<file path="src/rtl/sysctl_pkg.sv">
package sysctl_pkg;

  typedef enum logic [1:0] {
    K_MOVE = 2'd0,
    K_LDST = 2'd1,
    K_DATA = 2'd2,
    K_RSVD = 2'd3
  } sc_kind_e;

  typedef enum logic [2:0] {
    RS_ID,
    RS_CTYPE,
    RS_CTRL,
    RS_TTB,
    RS_DOM,
    RS_CLOCK,
    RS_TLOCK,
    RS_PID
  } sc_sel_e;

  localparam logic [3:0] POS_IDENT = 4'd0;
  localparam logic [3:0] POS_CTRL  = 4'd1;
  localparam logic [3:0] POS_TTB   = 4'd2;
  localparam logic [3:0] POS_DOM   = 4'd3;
  localparam logic [3:0] POS_CLOCK = 4'd9;
  localparam logic [3:0] POS_TLOCK = 4'd10;
  localparam logic [3:0] POS_PID   = 4'd13;

  localparam int N_SIDES = 2;

endpackage

</file>
<file path="src/rtl/sysctl_decode.sv">
module sysctl_decode
  import sysctl_pkg::*;
(
  input  logic       req_valid,
  input  logic [1:0] req_kind,
  input  logic       req_write,
  input  logic       req_priv,
  input  logic [3:0] req_crn,
  input  logic [3:0] req_crm,
  input  logic [2:0] req_op1,
  input  logic [2:0] req_op2,
  output logic       hit,
  output sc_sel_e    sel,
  output logic       side,
  output logic       wr_en
);

  logic writable;
  logic fields_ok;

  assign fields_ok = (req_kind == K_MOVE) && req_priv &&
                     (req_op1 == 3'd0) && (req_crm == 4'd0);

  always_comb begin
    hit      = 1'b0;
    sel      = RS_ID;
    side     = 1'b0;
    writable = 1'b0;
    if (fields_ok) begin
      case (req_crn)
        POS_IDENT: begin
          if (req_op2 == 3'd0) begin
            hit = 1'b1;
            sel = RS_ID;
          end else if (req_op2 == 3'd1) begin
            hit = 1'b1;
            sel = RS_CTYPE;
          end
        end
        POS_CTRL, POS_TTB, POS_DOM, POS_PID: begin
          if (req_op2 == 3'd0) begin
            hit      = 1'b1;
            writable = 1'b1;
            case (req_crn)
              POS_CTRL: sel = RS_CTRL;
              POS_TTB:  sel = RS_TTB;
              POS_DOM:  sel = RS_DOM;
              default:  sel = RS_PID;
            endcase
          end
        end
        POS_CLOCK, POS_TLOCK: begin
          if (req_op2[2:1] == 2'b00) begin
            hit      = 1'b1;
            writable = 1'b1;
            side     = req_op2[0];
            sel      = (req_crn == POS_CLOCK) ? RS_CLOCK : RS_TLOCK;
          end
        end
        default: ;
      endcase
    end
  end

  assign wr_en = req_valid && hit && req_write && writable;

endmodule

</file>
<file path="src/rtl/sysctl_regfile.sv">
module sysctl_regfile
  import sysctl_pkg::*;
#(
  parameter int          DW         = 32,
  parameter int          PID_W      = 7,
  parameter int          PID_LSB    = 25,
  parameter logic [31:0] ID_WORD    = 32'h5A00_1230,
  parameter logic [31:0] CTYPE_WORD = 32'h0C19_6196,
  parameter logic [31:0] CTRL_MASK  = 32'hC000_3387,
  parameter logic [31:0] TTB_MASK   = 32'hFFFF_C000
) (
  input  logic             clk,
  input  logic             rst,
  input  logic             wr_en,
  input  sc_sel_e          sel,
  input  logic             side,
  input  logic [DW-1:0]    wdata,
  output logic [DW-1:0]    rd_word,
  output logic [PID_W-1:0] pid
);

  logic [DW-1:0]    ctrl_q, ttb_q, dom_q;
  logic [PID_W-1:0] pid_q;
  logic [DW-1:0]    cache_rd [N_SIDES];
  logic [DW-1:0]    tlb_rd   [N_SIDES];

  always_ff @(posedge clk) begin
    if (rst) begin
      ctrl_q <= '0;
      ttb_q  <= '0;
      dom_q  <= '0;
      pid_q  <= '0;
    end else if (wr_en) begin
      case (sel)
        RS_CTRL: ctrl_q <= wdata & CTRL_MASK[DW-1:0];
        RS_TTB:  ttb_q  <= wdata & TTB_MASK[DW-1:0];
        RS_DOM:  dom_q  <= wdata;
        RS_PID:  pid_q  <= wdata[PID_LSB +: PID_W];
        default: ;
      endcase
    end
  end

  for (genvar s = 0; s < N_SIDES; s++) begin : g_side
    logic [DW-1:0] cache_q, tlb_q;
    logic          hit_side;
    assign hit_side = wr_en && (side == s[0]);
    always_ff @(posedge clk) begin
      if (rst) begin
        cache_q <= '0;
        tlb_q   <= '0;
      end else if (hit_side) begin
        if (sel == RS_CLOCK) cache_q <= wdata;
        if (sel == RS_TLOCK) tlb_q   <= wdata;
      end
    end
    assign cache_rd[s] = cache_q;
    assign tlb_rd[s]   = tlb_q;
  end

  always_comb begin
    case (sel)
      RS_ID:    rd_word = ID_WORD[DW-1:0];
      RS_CTYPE: rd_word = CTYPE_WORD[DW-1:0];
      RS_CTRL:  rd_word = ctrl_q;
      RS_TTB:   rd_word = ttb_q;
      RS_DOM:   rd_word = dom_q;
      RS_CLOCK: rd_word = cache_rd[side];
      RS_TLOCK: rd_word = tlb_rd[side];
      default:  rd_word = DW'(pid_q) << PID_LSB;
    endcase
  end

  assign pid = pid_q;

  assert_pid_hold_R5: assert property (@(posedge clk) disable iff (rst)
    !(wr_en && sel == RS_PID) |=> $stable(pid_q));

endmodule

</file>
<file path="src/rtl/sysctl_fcse.sv">
module sysctl_fcse #(
  parameter int DW         = 32,
  parameter int PID_W      = 7,
  parameter int SLOT_SHIFT = 25
) (
  input  logic             clk,
  input  logic             rst,
  input  logic [PID_W-1:0] pid,
  input  logic [DW-1:0]    va_in,
  output logic [DW-1:0]    mva_out
);

  logic low_window;
  assign low_window = (va_in[DW-1:SLOT_SHIFT] == '0);

  always_ff @(posedge clk) begin
    if (rst) mva_out <= '0;
    else if (low_window) mva_out <= va_in + (DW'(pid) << SLOT_SHIFT);
    else mva_out <= va_in;
  end

  assert_pass_high_R9: assert property (@(posedge clk) disable iff (rst)
    !low_window |=> (mva_out == $past(va_in)));

  assert_pid_zero_R9: assert property (@(posedge clk) disable iff (rst)
    (pid == '0) |=> (mva_out == $past(va_in)));

endmodule

</file>
<file path="src/rtl/sysctl_cop.sv">
module sysctl_cop
  import sysctl_pkg::*;
#(
  parameter int          DW         = 32,
  parameter int          PID_W      = 7,
  parameter int          SLOT_SHIFT = 25,
  parameter logic [31:0] ID_WORD    = 32'h5A00_1230,
  parameter logic [31:0] CTYPE_WORD = 32'h0C19_6196,
  parameter logic [31:0] CTRL_MASK  = 32'hC000_3387,
  parameter logic [31:0] TTB_MASK   = 32'hFFFF_C000
) (
  input  logic          clk,
  input  logic          rst,
  input  logic          req_valid,
  input  logic [1:0]    req_kind,
  input  logic          req_write,
  input  logic          req_priv,
  input  logic [3:0]    req_crn,
  input  logic [3:0]    req_crm,
  input  logic [2:0]    req_op1,
  input  logic [2:0]    req_op2,
  input  logic [DW-1:0] req_wdata,
  output logic          rsp_valid,
  output logic [DW-1:0] rsp_rdata,
  output logic          rsp_undef,
  input  logic [DW-1:0] va_in,
  output logic [DW-1:0] mva_out
);

  logic             dec_hit, dec_side, dec_wr;
  sc_sel_e          dec_sel;
  logic [DW-1:0]    rd_word;
  logic [PID_W-1:0] pid;

  sysctl_decode u_decode (
    .req_valid (req_valid),
    .req_kind  (req_kind),
    .req_write (req_write),
    .req_priv  (req_priv),
    .req_crn   (req_crn),
    .req_crm   (req_crm),
    .req_op1   (req_op1),
    .req_op2   (req_op2),
    .hit       (dec_hit),
    .sel       (dec_sel),
    .side      (dec_side),
    .wr_en     (dec_wr)
  );

  sysctl_regfile #(
    .DW(DW), .PID_W(PID_W), .PID_LSB(SLOT_SHIFT),
    .ID_WORD(ID_WORD), .CTYPE_WORD(CTYPE_WORD),
    .CTRL_MASK(CTRL_MASK), .TTB_MASK(TTB_MASK)
  ) u_regs (
    .clk     (clk),
    .rst     (rst),
    .wr_en   (dec_wr),
    .sel     (dec_sel),
    .side    (dec_side),
    .wdata   (req_wdata),
    .rd_word (rd_word),
    .pid     (pid)
  );

  sysctl_fcse #(.DW(DW), .PID_W(PID_W), .SLOT_SHIFT(SLOT_SHIFT)) u_fcse (
    .clk     (clk),
    .rst     (rst),
    .pid     (pid),
    .va_in   (va_in),
    .mva_out (mva_out)
  );

  always_ff @(posedge clk) begin
    if (rst) begin
      rsp_valid <= 1'b0;
      rsp_rdata <= '0;
      rsp_undef <= 1'b0;
    end else begin
      rsp_valid <= req_valid;
      rsp_undef <= req_valid && !dec_hit;
      rsp_rdata <= (req_valid && dec_hit && !req_write) ? rd_word : '0;
    end
  end

  assert_rsp_latency_R1: assert property (@(posedge clk) disable iff (rst)
    req_valid |=> rsp_valid);

  assert_no_spurious_R1: assert property (@(posedge clk) disable iff (rst)
    !req_valid |=> !rsp_valid);

  assert_user_undef_R2: assert property (@(posedge clk) disable iff (rst)
    (req_valid && !req_priv) |=> rsp_undef);

  assert_user_nowrite_R2: assert property (@(posedge clk) disable iff (rst)
    (req_valid && !req_priv) |-> !dec_wr);

  assert_kind_undef_R3: assert property (@(posedge clk) disable iff (rst)
    (req_valid && req_kind != K_MOVE) |=> rsp_undef);

  assert_quiet_data_R10: assert property (@(posedge clk) disable iff (rst)
    (rsp_undef || !rsp_valid) |-> (rsp_rdata == '0));

endmodule

</file>
<file path="config.mk">
export PLATFORM = sky130hd
export DESIGN_NAME = sysctl_cop
export DESIGN_NICKNAME = d
export VERILOG_FILES = /design/src/rtl/sysctl_pkg.sv /design/src/rtl/sysctl_decode.sv /design/src/rtl/sysctl_regfile.sv /design/src/rtl/sysctl_fcse.sv /design/src/rtl/sysctl_cop.sv
export SDC_FILE = /design/constraint.sdc
export NUM_CORES = 1
export LEC_CHECK = 0
export CAP_MARGIN = 20
export CORE_MARGIN = 8
export CORE_UTILIZATION = 45
export DETAILED_ROUTE_END_ITERATION = 7
export DONT_BUFFER_PORTS = 1
export GPL_ROUTABILITY_DRIVEN = 1
export PLACE_DENSITY = 0.61
export SYNTH_ARGS = -nofsm -noshare
export SYNTH_HDL_FRONTEND = slang
export SYNTH_HIERARCHICAL = 1
export SYNTH_SLANG_ARGS = --single-unit
</file>
<file path="constraint.sdc">
create_clock -name clk -period 6 [get_ports clk]
set_input_delay 1.2 -clock clk [delete_from_list [all_inputs] [get_ports clk]]
set_output_delay 1.2 -clock clk [all_outputs]
set_load 0.03 [all_outputs]
</file>
==> results of run 1 <==
==> power groups by stage <==
stage	sequential, uW	combinational (uW)	clock [uW]
global placement	1810	27.6	0
CTS	1770	28.5	1820
global route	1770	31.6	1910
finish	1770	28.3	1790
floorplan	1810	51.6	0
detailed placement	1810	28.3	0
==> registers in the layout, indices dropped and copies added (netlist names) <==
signal	count
rsp_valid	1
u_regs/g_side.tlb_q	64
u_fcse/mva_out	32
u_regs/dom_q	32
u_regs/g_side.cache_q	64
rsp_undef	1
u_regs/ttb_q	18
u_regs/ctrl_q	10
u_regs/pid	7
rsp_rdata	32
==> per-stage QoR <==
step	worst slack, ns	hold WS, ns
final	2.20	0.452
after global routing	1.99	0.468
after CTS	2.27	0.450
after detailed placement	1.72	0.442
after global placement	1.73	0.439
after floorplan	2.66	0.433
==> kinds of logic (layout without fill, tap and decap cells) <==
family	Yosys count	after routing
simple gates	551	551
compound gates	316	316
flops	261	261
buf+inv	105	80
mux	65	65
fa+ha+maj	7	7
xor+xnor	3	3
==> per-layer routing <==
metal,vias up,part of all wire (%),track usage (%)
li1,4312,-,-
met1,4252,44,26.5
met2,329,45,32.9
met3,43,8.5,5.29
met4,0,1.9,5.28
met5,-,0,0
==> final cells by class <==
| type | instances | share of cell area [%] |
|---|---|---|
| repair buffers | 21 | 1.31 |
| well taps | 324 | 3.37 |
| inverters | 8 | 0.249 |
| clock buffers | 41 | 6.98 |
| flip-flops and latches | 261 | 43.4 |
| clock inverters | 10 | 1.04 |
| multi-input cells | 942 | 43.7 |
==> Yosys cell counts, drive strengths merged (7+ instances only) <==
cell type  count
nand2        407
dfxtp        261
a21oi        215
mux2i         64
buf           63
and2          35
clkbuf        34
nor2b         31
nor2          29
o22ai         19
o21ai         18
a221o          8
a21o           7
a22oi          7
inv            7
nand3          7
nor4           7
o22a           7
==> worst max-delay path, cell delays in order <==
cell      delay [ns]
nor4b_1         0.41
nand3_1         0.20
o21bai_1        0.30
nor2_2          0.14
buf_4           0.37
clkinv_1        0.38
nand4_1         0.60
buf_4           0.39
nand2_1         0.11
a21oi_2         0.13
==> worst paths after layout <==
kind	from	end	depth (start not counted)
setup / recovery	req_op1[1]	u_regs/g_side[1].tlb_q[9]	10
setup reg to reg	u_regs/pid[0]	u_fcse/mva_out[31]	6
hold reg to reg	u_regs/g_side[1].cache_q[5]	u_regs/g_side[1].cache_q[5]	2
hold / removal	u_regs/g_side[1].cache_q[5]	u_regs/g_side[1].cache_q[5]	2
==> impl_metrics.env, run 1 <==
export IMPL_cp_data_required_time_ns=6.47
export IMPL_instances_no_fill=1607
export IMPL_stdcell_area_mm2=0.0120
export IMPL_first_pass_iters=5
export IMPL_syn_nets=1400
export IMPL_die_y_um=173
export IMPL_multi_input_area_mm2=0.00526
export IMPL_synth_top_cell_area_share_pct=47.3
export IMPL_synth_compound_area_share_pct=18.2
export IMPL_drt_iter0_markers=727
export IMPL_p_int_uw=2850
export IMPL_gp_congestion=0.787
export IMPL_drive_gt1_share_pct=11.1
export IMPL_fmaxAchievable_ghz=0.263
export IMPL_grt_pass1_wl_um=49700
export IMPL_p_seq_share_pct=49.3
export IMPL_numPortBuffers=0
export IMPL_synth_adder_area_share_pct=0.861
export IMPL_clk_latency_ns=0.55
export IMPL_finalSetupViolations=0
export IMPL_ys_warn_count=6
export IMPL_yosysTopAreaCell="dfxtp_1"
export IMPL_cts_buffers=28
export IMPL_dominantRegCellSynth="dfxtp_1"
export IMPL_area_delta_synth_final_pct=8.99
export IMPL_n_fill_cell=2276
export IMPL_syn_area_mm2=0.0110
export IMPL_clk_pin_slew_worst_paths_ns=0.06
export IMPL_postCtsSetupBuffers=0
export IMPL_hold_viol=0
export IMPL_max_cap_viol_count=0
export IMPL_die_w_um=173
export IMPL_synth_area_mux_share_pct=5.90
export IMPL_dpl_cell_count=1556
export IMPL_synth_cell_types=68
export IMPL_grt_overflow_total=0
export IMPL_worstSetupPathType="in2reg"
export IMPL_endpoint_kind="register"
export IMPL_routed_via_count=8936
export IMPL_ctsHoldBuffers=0
export IMPL_cts_resized=0
export IMPL_dp_hpwl_um=19400
export IMPL_layout_nets=1354
export IMPL_p_per_area_mw_per_mm2=299
export IMPL_ir_drop_v=0.000217
export IMPL_synth_xor_area_share_pct=0.238
export IMPL_rows=57
export IMPL_ant_nets=0
export IMPL_diodes=0
export IMPL_synthArstFlopShare_pct=0
export IMPL_synth_edf_count=0
export IMPL_cts_htree_levels=1
export IMPL_regArea_mm2=0.00523
export IMPL_die_area_mm2=0.0298
export IMPL_fin_crit_ns=3.80
export IMPL_critical_path_peak_fanout=28
export IMPL_worst_slew_pin_slew_ns=1.15
export IMPL_fin_setup_tns_ns=0
export IMPL_power_switching_uw=743
export IMPL_r2r_setup_slack_ns=4.16
export IMPL_p_leak_uw=0.00375
export IMPL_finalCritPeriodShare_pct=63.4
export IMPL_status="finished, final reports clean"
export IMPL_drc=0
export IMPL_synthCells=1308
export IMPL_routed_wl_um=31500
export IMPL_vias_per_cell=5.56
export IMPL_final_cell_mix="nand2_1, dfxtp_1, a21oi_1, mux2i_1, a21oi_2"
export IMPL_syn_avg_cell_area_um2=8.45
export IMPL_clock_sinks=261
export IMPL_grt_pass1_vias=8453
export IMPL_skew_ns=0.0221
export IMPL_pwr_share_comb_pct=0.8
export IMPL_worst_endpoint_arrival_ns=4.27
export IMPL_switching_share_pct=20.7
export IMPL_synth_area_top_cells="dfxtp_1, nand2_1, a21oi_1"
export IMPL_num_io_pins=151
export IMPL_clockBufferDepth=3
export IMPL_yosysSeqAreaShare_pct=47.3
export IMPL_fin_util_pct=49.7
export IMPL_drt_wirelength_per_cell_um=19.6
export IMPL_grt_max_degree=237
export IMPL_relSlewSlack_pct=23.1
export IMPL_cts_tree="built"
export IMPL_final_common_cell="nand2_1"
export IMPL_grtUsageTotal_pct=20.3
export IMPL_core_mm2=0.0242
export IMPL_start_kind="primary input"
export IMPL_place_area_mm2=0.0111
export IMPL_ys_seq_elements=261
export IMPL_antenna_found_initial=0
export IMPL_rsz0062_at_grt="false"
export IMPL_power_uw=3600
export IMPL_slew_violations=0
export IMPL_synth_top_family_by_area="simple AND/OR/NAND/NOR gates"
export IMPL_p_clk_share_pct=49.9
export IMPL_synth_simple_gate_area_share_pct=22.0
export IMPL_initial_core_util_pct=45.6
export IMPL_hold_class="reg2reg"
export IMPL_cts_root_buf="clkbuf_16"
Power figures use the tool's default switching activity.
==> run 2, diff against run 1 <==
==> constraint.sdc (replaced) <==
create_clock -name clk -period 3.65 [get_ports clk]
set_input_delay 0.73 -clock clk [delete_from_list [all_inputs] [get_ports clk]]
set_output_delay 0.73 -clock clk [all_outputs]
set_load 0.03 [all_outputs]
==> run 2 against run 1 <==
Against the previous run: via count increased by 0.29%; clock-buffer cell count is 1 lower; sequential power up 65%; critical path depth unchanged; critical endpoint is now u_regs/g_side[1].tlb_q[13]; wire length up 0.79%; hold slack got worse by 0.17 ns; critical path type unchanged; register-to-register slack worse by 2.3 ns; sequential share of layout area down 0.99 points; setup slack got worse by 1.4 ns; cell area rose by 2.3%; die area did not move; clock skew shrank 0.0080 ns.
==> impl_metrics.env, run 2 (synthesized netlist as in run 1, its figures left out) <==
export IMPL_crit_slowest_cell="nor4b_1"
export IMPL_finalCritPeriodShare_pct=77.9
export IMPL_rsz0062_at_grt="false"
export IMPL_drc=0
export IMPL_die_y_um=173
export IMPL_grtUsageTotal_pct=20.5
export IMPL_worst_endpoint_arrival_ns=3.31
export IMPL_clk_latency_ns=0.54
export IMPL_first_pass_iters=5
export IMPL_path_buf_inv=2
export IMPL_start_kind="primary input"
export IMPL_fmaxAchievable_ghz=0.352
export IMPL_ctsHoldBuffers=0
export IMPL_grt_max_degree=237
export IMPL_relSlewSlack_pct=62.8
export IMPL_ir_drop_v=0.000363
export IMPL_gp_congestion=0.785
export IMPL_area_delta_synth_final_pct=11.5
export IMPL_hold_class="in2reg"
export IMPL_vias_per_cell=5.51
export IMPL_cts_root_buf="clkbuf_16"
export IMPL_multi_input_area_mm2=0.00526
export IMPL_finalSetupViolations=0
export IMPL_p_int_uw=4760
export IMPL_initial_core_util_pct=45.6
export IMPL_grt_overflow_total=0
export IMPL_status="finished, final reports clean"
export IMPL_p_seq_share_pct=48.8
export IMPL_regArea_mm2=0.00523
export IMPL_p_leak_uw=0.00389
export IMPL_drive_gt1_share_pct=12.4
export IMPL_dp_hpwl_um=20000
export IMPL_clockBufferDepth=3
export IMPL_die_w_um=173
export IMPL_critical_path_top_delay_family="simple AND/OR/NAND/NOR gates"
export IMPL_endpoint_kind="register"
export IMPL_grt_pass1_wl_um=50400
export IMPL_switching_share_pct=20.3
export IMPL_rows=57
export IMPL_final_cell_mix="nand2_1, dfxtp_1, a21oi_1, mux2i_1, a21oi_2"
export IMPL_hold_viol=0
export IMPL_diodes=0
export IMPL_routed_via_count=8962
export IMPL_postCtsSetupBuffers=0
export IMPL_crit_path_frequent_cell="buf_4"
export IMPL_pwr_share_comb_pct=0.8
export IMPL_numPortBuffers=0
export IMPL_power_switching_uw=1220
export IMPL_cts_htree_levels=1
export IMPL_slew_violations=0
export IMPL_drt_wirelength_per_cell_um=19.5
export IMPL_worstSetupPathType="in2reg"
export IMPL_cp_data_required_time_ns=4.11
export IMPL_num_io_pins=151
export IMPL_cts_resized=0
export IMPL_skew_ns=0.0142
export IMPL_worst_slew_pin_slew_ns=0.558
export IMPL_final_common_cell="nand2_1"
export IMPL_fin_util_pct=50.8
export IMPL_n_fill_cell=2355
export IMPL_routed_wl_um=31800
export IMPL_ant_nets=0
export IMPL_clk_pin_slew_worst_paths_ns=0.06
export IMPL_cts_buffers=28
export IMPL_p_per_area_mw_per_mm2=485
export IMPL_p_clk_share_pct=50.4
export IMPL_fin_crit_ns=2.84
export IMPL_antenna_found_initial=0
export IMPL_grt_pass1_vias=8708
export IMPL_clock_sinks=261
export IMPL_top_regs="u_regs/g_side.cache_q: 64 flops, u_regs/g_side.tlb_q: 64 flops"
export IMPL_layout_nets=1374
export IMPL_drt_iter0_markers=731
export IMPL_crit_path_max_incr_delay_ns=0.44
export IMPL_cts_tree="built"
export IMPL_max_cap_viol_count=0
export IMPL_critical_path_peak_fanout=23
export IMPL_fin_setup_tns_ns=0
export IMPL_die_area_mm2=0.0298
export IMPL_core_mm2=0.0242
export IMPL_path_cells="nor4b_1 -> nand3_1 -> o21bai_1 -> a31oi_4 -> buf_4 -> and2_4 -> and4_1 -> buf_4 -> nand2_1 -> a21oi_2"
==> run 2: changes by cell type in the layout (fill, tap and decap cells not counted), sizes merged <==
cell / delta
clkinv: -1
bufinv: +1
clkbuf: -1
buf: +20
==> run 2: metrics by stage <==
stage / total power (uW) / area [um^2] / setup slack, ns / std cells / hold slack, ns
floorplan: 3060 / 11000 / 0.781 / 1308 / 0.433
global placement: 3030 / 11300 / 0.336 / 1576 / 0.437
detailed placement: 3030 / 11300 / 0.289 / 1576 / 0.443
CTS: 6030 / 12300 / 0.835 / 1626 / 0.259
global route: 6140 / 12300 / 0.561 / 1626 / 0.235
finish: 5970 / 12300 / 0.808 / 1626 / 0.280
==> run 2: power groups by stage <==
stage / clock, uW / sequential [uW] / combinational [uW]
global placement: 0 / 2980 / 45.6
finish: 3010 / 2920 / 47.0
global route: 3170 / 2920 / 53.3
CTS: 3070 / 2920 / 47.2
detailed placement: 0 / 2980 / 46.8
floorplan: 0 / 2980 / 84.8
==> run 2: per-layer routing <==
layer / part of all wire (%) / global-route usage (%) / vias to the layer above
met5: 0 / 0 / -
met4: 1.9 / 5.17 / 0
met3: 8.2 / 5.79 / 46
met2: 46 / 33.3 / 304
met1: 44 / 26.6 / 4266
li1: - / - / 4346
==> run 2: area by class of cell <==
type,count,share of cell area [%]
timing repair buffer,41,3.41
tap,324,3.29
sequential,261,42.4
inverter,8,0.244
clock buffer,40,6.79
clock inverter,10,1.22
multi-input combinational,942,42.6
==> run 2: worst paths after layout <==
| kind | slack, ns | depth (start not counted) | to | startpoint |
|---|---|---|---|---|
| worst min-delay path | 0.28 | 1 | u_fcse/mva_out[9] | rst |
| worst min register to register | 0.45 | 2 | u_regs/dom_q[5] | u_regs/dom_q[5] |
| worst max-delay path | 0.81 | 10 | u_regs/g_side[1].tlb_q[13] | req_op1[1] |
| worst max register to register | 1.82 | 6 | u_fcse/mva_out[31] | u_regs/pid[0] |
==> run 3, diff against run 2 <==
--- a/config.mk
+++ b/config.mk
@@ -11,7 +11,7 @@
 export DETAILED_ROUTE_END_ITERATION = 7
 export DONT_BUFFER_PORTS = 1
 export GPL_ROUTABILITY_DRIVEN = 1
-export PLACE_DENSITY = 0.61
+export PLACE_DENSITY = 0.63
 export SYNTH_ARGS = -nofsm -noshare
 export SYNTH_HDL_FRONTEND = slang
 export SYNTH_HIERARCHICAL = 1
==> constraint.sdc (replaced) <==
create_clock -name clk -period 2.45 [get_ports clk]
set_input_delay 0.49 -clock clk [delete_from_list [all_inputs] [get_ports clk]]
set_output_delay 0.49 -clock clk [all_outputs]
set_load 0.03 [all_outputs]
==> run 3 against run 2 <==
Against the previous run: non-clock buffer count increased by 60; power grew 49%; via count is 3.4% higher; hold slack got worse by 0.27 ns; largest power group unchanged.
==> impl_metrics.env, run 3 (synthesized netlist as in run 1, its figures left out) <==
export IMPL_routed_via_count=9269
export IMPL_r2r_setup_slack_ns=0.64
export IMPL_path_buf_inv=2
export IMPL_cts_root_buf="clkbuf_16"
export IMPL_drive_gt1_share_pct=16.6
export IMPL_p_leak_uw=0.00421
export IMPL_rows=57
export IMPL_grt_max_degree=237
export IMPL_clock_sinks=261
export IMPL_clk_pin_slew_worst_paths_ns=0.06
export IMPL_antenna_found_initial=0
export IMPL_rr_worst_depth=6
export IMPL_worst_slew_pin_slew_ns=0.542
export IMPL_cts_tree="built"
export IMPL_status="finished, final reports clean"
export IMPL_worstSetupPathType="in2reg"
export IMPL_area_delta_synth_final_pct=16.9
export IMPL_cp_data_required_time_ns=2.88
export IMPL_slew_violations=0
export IMPL_routed_wl_um=32500
export IMPL_worst_slack_ns=0.157
export IMPL_dpl_cell_count=1636
export IMPL_rr_endpoint="u_fcse/mva_out[31]"
export IMPL_top_regs="u_regs/g_side.cache_q: 64 flops, u_regs/g_side.tlb_q: 64 flops"
export IMPL_max_cap_viol_count=0
export IMPL_grt_overflow_total=0
export IMPL_path_cells="nor4_2 -> nand3_1 -> o21bai_1 -> a31oi_4 -> buf_4 -> inv_1 -> o211ai_1 -> a21boi_0 -> o221ai_1 -> and2_1"
export IMPL_diodes=0
export IMPL_dp_hpwl_um=21300
export IMPL_gp_congestion=0.850
export IMPL_path_depth=10
export IMPL_hold_class="in2reg"
export IMPL_hold_slack_ns=0.00870
export IMPL_die_w_um=173
export IMPL_grt_pass1_vias=9101
export IMPL_endpoint_kind="register"
export IMPL_power_uw=8890
export IMPL_initial_core_util_pct=45.6
export IMPL_num_io_pins=151
export IMPL_die_y_um=173
export IMPL_finalSetupViolations=0
export IMPL_grtUsageTotal_pct=20.9
export IMPL_drt_iter0_markers=735
export IMPL_cts_buffers=28
export IMPL_r2r_start="u_regs/pid[0]"
export IMPL_final_cell_mix="nand2_1, dfxtp_1, a21oi_1, buf_4, mux2i_1"
export IMPL_first_pass_iters=4
export IMPL_drt_wirelength_per_cell_um=19.2
export IMPL_critical_path_top_delay_family="compound AO/OA/AOI/OAI gates"
export IMPL_cp_startpoint="req_op1[2]"
export IMPL_postCtsSetupBuffers=0
export IMPL_place_ws_ns=-0.441
export IMPL_instances_no_fill=1688
export IMPL_relSlewSlack_pct=63.9
export IMPL_clk_latency_ns=0.55
export IMPL_numPortBuffers=0
export IMPL_skew_ns=0.00999
export IMPL_layout_nets=1434
export IMPL_finalCritPeriodShare_pct=93.6
export IMPL_p_per_area_mw_per_mm2=688
export IMPL_clockBufferDepth=3
export IMPL_critical_path_peak_fanout=10
export IMPL_worst_endpoint_arrival_ns=2.72
export IMPL_grt_pass1_wl_um=51300
export IMPL_hold_viol=0
export IMPL_crit_path_max_incr_delay_ns=0.32
export IMPL_final_common_cell="nand2_1"
export IMPL_core_mm2=0.0242
export IMPL_ant_nets=0
export IMPL_start_kind="primary input"
export IMPL_fmaxAchievable_ghz=0.436
export IMPL_drc=0
export IMPL_die_area_mm2=0.0298
export IMPL_rsz0062_at_grt="false"
export IMPL_endpoint="rsp_rdata[20]"
export IMPL_vias_per_cell=5.49
export IMPL_ctsHoldBuffers=0
export IMPL_ir_drop_v=0.000519
export IMPL_cts_htree_levels=1
export IMPL_crit_slowest_cell="nor4_2"
export IMPL_fin_crit_ns=2.29
## run 3: changes by cell type in the layout (fill, tap and decap cells not counted), moves of 3 or more
cell | previous run | this run
buf_4 | 32 | 83
buf_12 | 9 | 18
clkinv_2 | 6 | 3
clkbuf_1 | 4 | 7
## run 3: cell type report
| type | instances | area, um^2 |
|---|---|---|
| fill | 2261 | 11300 |
| multi-input combinational | 942 | 5280 |
| sequential | 261 | 5230 |
| timing repair buffer | 101 | 983 |
| clock buffer | 45 | 876 |
| tap | 324 | 405 |
| clock inverter | 7 | 113 |
| inverter | 8 | 30.0 |
## run 3: worst min path at each step
stage                                       from                            to  slack [ns]  cells past startpoint
floorplan           u_regs/g_side[1].cache_q[19]  u_regs/g_side[1].cache_q[19]        0.43                      2
global placement                u_regs/dom_q[28]              u_regs/dom_q[28]        0.44                      2
detailed placement               u_regs/dom_q[5]               u_regs/dom_q[5]        0.44                      2
CTS                                          rst            u_fcse/mva_out[27]        0.02                      1
global route                                 rst            u_fcse/mva_out[27]      0.0007                      1
finish                                       rst            u_fcse/mva_out[27]       0.009                      1
## run 3: metal layers
metal  up-vias  GRT usage (%)  part of all wire, %
li1       4473              -                    -
met1      4455           26.6                   44
met2       295           35.0                   46
met3        46           5.53                  7.9
met4         0           5.03                  2.0
met5         -              0                    0
## run 3: timing repair
action | CTS | global route
endpoints found under the hold margin | 0 | 0
endpoints found under the setup margin | 0 | 7
gates resized for setup | 0 | 2
## run 3: per-stage QoR
stage	cell area (um^2)	setup TNS (ns)	utilization [%]
2_1_floorplan	11100	0	-
3_3_place_gp	11900	-48.18	49.1
3_5_place_dp	11900	-59.04	49.1
4_1_cts	12900	0	53.2
5_1_grt	12900	0	53.3
6_report	12900	0	53.3
## run 3: power by group
part	internal, uW	switching [uW]	leakage [uW]
registers	4270	72.2	0.00211
logic	43.1	31.2	0.00161
clock network	2750	1720	0.000485
total	7060	1820	0.00421
